--- src/rtl/bus_size_conv.sv ---
module bus_size_conv #(
  parameter int AW = 30
) (
  input  logic          clk,
  input  logic          rst_n,
  input  logic          req_valid,
  input  logic          req_write,
  input  logic [AW-1:0] req_word,
  input  logic [3:0]    req_be,
  input  logic [31:0]   req_wdata,
  output logic          busy,
  output logic          done,
  output logic [31:0]   rd_data,
  output logic [AW-1:0] bus_word,
  output logic [1:0]    bus_lo,
  output logic [3:0]    bus_be_n,
  output logic          bus_we,
  output logic [31:0]   bus_wdata,
  input  logic [31:0]   bus_rdata,
  input  logic          rdy_n,
  input  logic          sz16_n,
  input  logic          sz8_n
);

  logic          busy_q, done_q, we_q;
  logic [3:0]    pend_q;
  logic [AW-1:0] word_q;
  logic [31:0]   wd_q, rd_q;
  logic          s8_q, s16_q;

  logic [1:0] lo;
  logic [3:0] half_m, take;
  logic       w8, w16, fire;

  assign lo = pend_q[0] ? 2'd0 : pend_q[1] ? 2'd1 : pend_q[2] ? 2'd2 : 2'd3;
  assign half_m = lo[1] ? 4'b1100 : 4'b0011;
  assign w8  = ~s8_q;
  assign w16 = ~s16_q & s8_q;
  assign take = w8 ? (4'b0001 << lo) : w16 ? (pend_q & half_m) : pend_q;
  assign fire = busy_q & ~rdy_n;

  always_ff @(posedge clk) begin
    if (!rst_n) begin
      s8_q  <= 1'b1;
      s16_q <= 1'b1;
    end else begin
      s8_q  <= sz8_n;
      s16_q <= sz16_n;
    end
  end

  always_ff @(posedge clk) begin
    if (!rst_n) begin
      busy_q <= 1'b0;
      done_q <= 1'b0;
      we_q   <= 1'b0;
      pend_q <= 4'h0;
      word_q <= '0;
      wd_q   <= '0;
      rd_q   <= '0;
    end else begin
      done_q <= 1'b0;
      if (fire) begin
        pend_q <= pend_q & ~take;
        for (int i = 0; i < 4; i++) begin
          if (take[i]) begin
            if (w8)       rd_q[8*i +: 8] <= bus_rdata[7:0];
            else if (w16) rd_q[8*i +: 8] <= bus_rdata[8*(i%2) +: 8];
            else          rd_q[8*i +: 8] <= bus_rdata[8*i +: 8];
          end
        end
        if ((pend_q & ~take) == 4'h0) begin
          busy_q <= 1'b0;
          done_q <= 1'b1;
        end
      end else if (!busy_q && req_valid && req_be != 4'h0) begin
        busy_q <= 1'b1;
        pend_q <= req_be;
        we_q   <= req_write;
        word_q <= req_word;
        wd_q   <= req_wdata;
        rd_q   <= '0;
      end
    end
  end

  assign busy      = busy_q;
  assign done      = done_q;
  assign rd_data   = rd_q;
  assign bus_word  = word_q;
  assign bus_we    = we_q;
  assign bus_lo    = busy_q ? lo : 2'd0;
  assign bus_be_n  = busy_q ? ~pend_q : 4'hF;
  assign bus_wdata = {wd_q[31:16], wd_q[{lo[1], 1'b1, 3'b000} +: 8], wd_q[{lo, 3'b000} +: 8]};

endmodule


--- config.mk ---
export PLATFORM = sky130hd
export DESIGN_NAME = bus_size_conv
export DESIGN_NICKNAME = d
export VERILOG_FILES = /design/src/rtl/bus_size_conv.sv
export SDC_FILE = /design/constraint.sdc
export NUM_CORES = 1
export LEC_CHECK = 0
export BUFFER_PORTS_ARGS = -buffer_cell sky130_fd_sc_hd__buf_4
export CAP_MARGIN = 20
export CORE_ASPECT_RATIO = 0.9
export CORE_MARGIN = 2
export CORE_UTILIZATION = 48
export CTS_CLUSTER_SIZE = 28
export DETAILED_ROUTE_END_ITERATION = 7
export PLACE_DENSITY = 0.8
export SLEW_MARGIN = 10
export SYNTH_ARGS = -nofsm -noshare
export SYNTH_HDL_FRONTEND = slang
export SYNTH_SLANG_ARGS = --single-unit
--- constraint.sdc ---
create_clock -name clk -period 2 [get_ports clk]
set_input_delay 0.4 -clock clk [delete_from_list [all_inputs] [get_ports clk]]
set_output_delay 0.4 -clock clk [all_outputs]
set_load 0.01 [all_outputs]
==> flow_summary.yaml <==
sta:
  rsz0062_at_grt: "yes"
  whs_ns: 0.238
  finalHoldViolCount: 0
  finClkSkew_ns: 0.00676
  timing.fmax_mhz: 522
  period_share_pct: 95.8
  relSlewSlack_pct: 68.7
  tightest_slew_ns: 0.469
  finalSetupViolations: 0
  period_minus_slack_ns: 1.92
  timing.final.max_slew_violations: 0
pwr:
  power_density_mw_per_mm2: 727
  p_leak_nw: 2.99
  ir_worst_vdd_mv: 0.603
clock_tree:
  clkSinkCount: 103
  clk_latency_ns: 0.34
  cts_buffer_depth: 2
  cts_setup_buffers: 0
  cts.clk_slew.worst_paths_ns: 0.07
  cts_htree_levels: 3
  cts_tree: "built"
  cts_buffers: 9
  hold_buffers: 0
  cts_root_buf: "clkbuf_16"
cells_and_area:
  synthToLayoutAreaGrowth_pct: 36.8
  post-route-util_pct: 66.8
  final-seq-area_mm2: 0.00206
  fillCellCount: 844
  multi_input_area_mm2: 0.00253
  layout-drive-gt1-share_pct: 35.9
  final_nets: 861
  antenna_cells: 0
yosys:
  synth_nets: 690
  syn-instance-count: 585
  ys_warn_count: 0
  synth_cell_type_count: 36
  syn_area_per_cell_um2: 8.48
  ys_ff_latch: 103
  synth.yosys.seq_area_share_pct: 41.6
  synth_area_mm2: 0.00496
placement:
  dp.final_hpwl_um: 10200
  io_buffers: 207
  place_congestion: 0.866
setup_path:
  required_ns: 1.60
  crit_fanout: 9
  max_stage_delay_ns: 0.35
  crit_slowest_cell: "mux2_2"
  critical_path_buf_inv_count: 2
  crit_arrival_ns: 1.52
  cp-end-kind: "output pin"
  path_cells: "nor2_2 -> buf_6 -> mux2_2 -> buf_4"
  cp_top_family: "multiplexers"
  startpoint_type: "flip-flop"
  critPathKind: "flip-flop to output pin"
die:
  num_rows: 35
  fp.dieH_um: 100
  die_area_mm2: 0.0112
  ios: 208
  die_x_um: 111
  fp.coreArea_mm2: 0.0102
  start_util_pct: 48.8
routing:
  drtIter0Drc: 192
  vias: 4681
  wl_per_cell_um: 15.5
  drt_first_pass_iters: 4
  final_antenna_net_count: 0
  wl_um: 13800
  drc_errors: 0
  detail_route.vias_per_cell: 5.26
global_route:
  antenna_found_initial: 0
  grt-ovfl-total: 0
  grt_max_degree: 80
  grt_pass1_wl_um: 22000
  grt_use_total_pct: 24.5
  grt_pass1_vias: 4528
worst_hold_path:
  hold_class: "primary input to flip-flop"
flow_run:
  max-cap-violations: 0
outcome:
  status: "complete, no violations"
## Yosys cell counts
library cell  count  share of area (%)
a21boi_0         20                3.0
a21boi_1         61                9.2
a21boi_2          8                1.8
a21o_1            1               0.15
a21oi_1          11                1.1
a2bb2oi_1         1               0.18
a32o_1            1               0.20
a32oi_1           1               0.18
a32oi_4           2                1.1
and2_1            5               0.63
buf_1             2               0.15
buf_2            13                1.3
buf_4            18                2.7
buf_6             8                1.8
clkbuf_1         22                1.7
dfxtp_1         103                 42
inv_1             1              0.076
mux2_2           16                3.6
mux2i_1          32                6.5
nand2_1         182                 14
nand2_4           1               0.23
nand2b_1          5               0.63
nand3_1          18                1.8
nand3_2           1               0.20
nand3b_1          2               0.30
nor2_1           11               0.83
nor2b_1           5               0.63
nor3b_1           2               0.30
nor4_1            1               0.13
o2111ai_1         1               0.18
o211ai_1          9                1.4
o21ai_0          10                1.0
o221ai_1          1               0.18
o2bb2ai_1         1               0.18
or3_1             8                1.0
or4_4             1               0.23
## timing repair
item,4_1_cts,5_1_grt
cloned,0,0
gates resized for setup,1,6
setup endpoints to repair,2,19
## sequential cells by signal (all words and copies together) (netlist names)
register  count
bus_we        1
s16_q         1
wd_q         32
done          1
bus_word     30
rd_data      32
pend_q        4
busy          1
s8_q          1
## layout make-up
| class | instances | area share, % |
|---|---|---|
| sequential | 103 | 30.4 |
| clock inverter | 6 | 1.03 |
| timing repair buffer | 223 | 25.5 |
| inverter | 1 | 0.0553 |
| multi-input combinational | 418 | 37.3 |
| tap | 129 | 2.38 |
| clock buffer | 10 | 3.37 |
## per-layer routing
layer	up-vias	share of wire, %	GRT usage, %
li1	2287	-	-
met1	2197	41	29.7
met2	169	50	41.3
met3	28	6.4	6.64
met4	0	2.6	10.6
met5	-	0	0
## final timing paths
path | depth (start not counted) | end | slack, ns | start
worst max-delay path | 4 | bus_wdata[14] | 0.08 | pend_q[0]$_SDFFE_PN0P_
worst min-delay path | 2 | s8_q$_SDFF_PN1_ | 0.24 | sz8_n
worst max register to register | 5 | rd_data[28]$_SDFFE_PN0P_ | 0.21 | busy$_SDFFE_PN0P_
worst min register to register | 2 | wd_q[2]$_SDFFE_PN0P_ | 0.46 | wd_q[2]$_SDFFE_PN0P_
## where the power goes
group          internal, W  leakage (nW)  switching, W
Sequential         0.00215         0.841     0.0000735
Clock             0.000979         0.141      0.000775
Combinational     0.000489          2.01      0.000466
Total              0.00362          2.99       0.00131
## placed cells by master, fill, tap and decap left out, types with 2 or more instances in the layout
cell,instances
clkbuf_16,9
nand3_1,18
o21ai_0,10
nand2_1,182
o211ai_1,9
mux2_2,16
a21oi_2,3
nor2b_1,5
or3_1,8
buf_6,2
a21boi_2,8
a21boi_0,20
dfxtp_1,103
nand2b_1,5
nand3b_1,2
nor3b_1,2
buf_4,217
nor2_1,10
mux2i_1,32
and2_1,4
a32oi_4,2
clkinvlp_4,2
a21boi_1,61
a21oi_1,8
buf_12,4
## kinds of logic (layout without fill, tap and decap cells)
kind of cell    Yosys count  after routing  share of synthesized area, %
flops                   103            103                          41.6
mux                      48             48                          10.1
buf+inv                  64            240                          7.74
simple gates            242            242                          20.7
compound gates          128            128                          19.9
## stage by stage
stage	instance area [um^2]	power [W]	TNS, ns	cells	setup WS [ns]
after floorplan	4960	0.00279	0	585	0.220
after global placement	6470	0.00320	0	874	0.123
after detailed placement	6470	0.00322	0	874	0.0742
after CTS	6770	0.00497	0	890	0.00917
after global routing	6790	0.00516	-0.0413	890	-0.0211
final	6790	0.00494	0	890	0.0846
(Power assumes the default switching activity.)
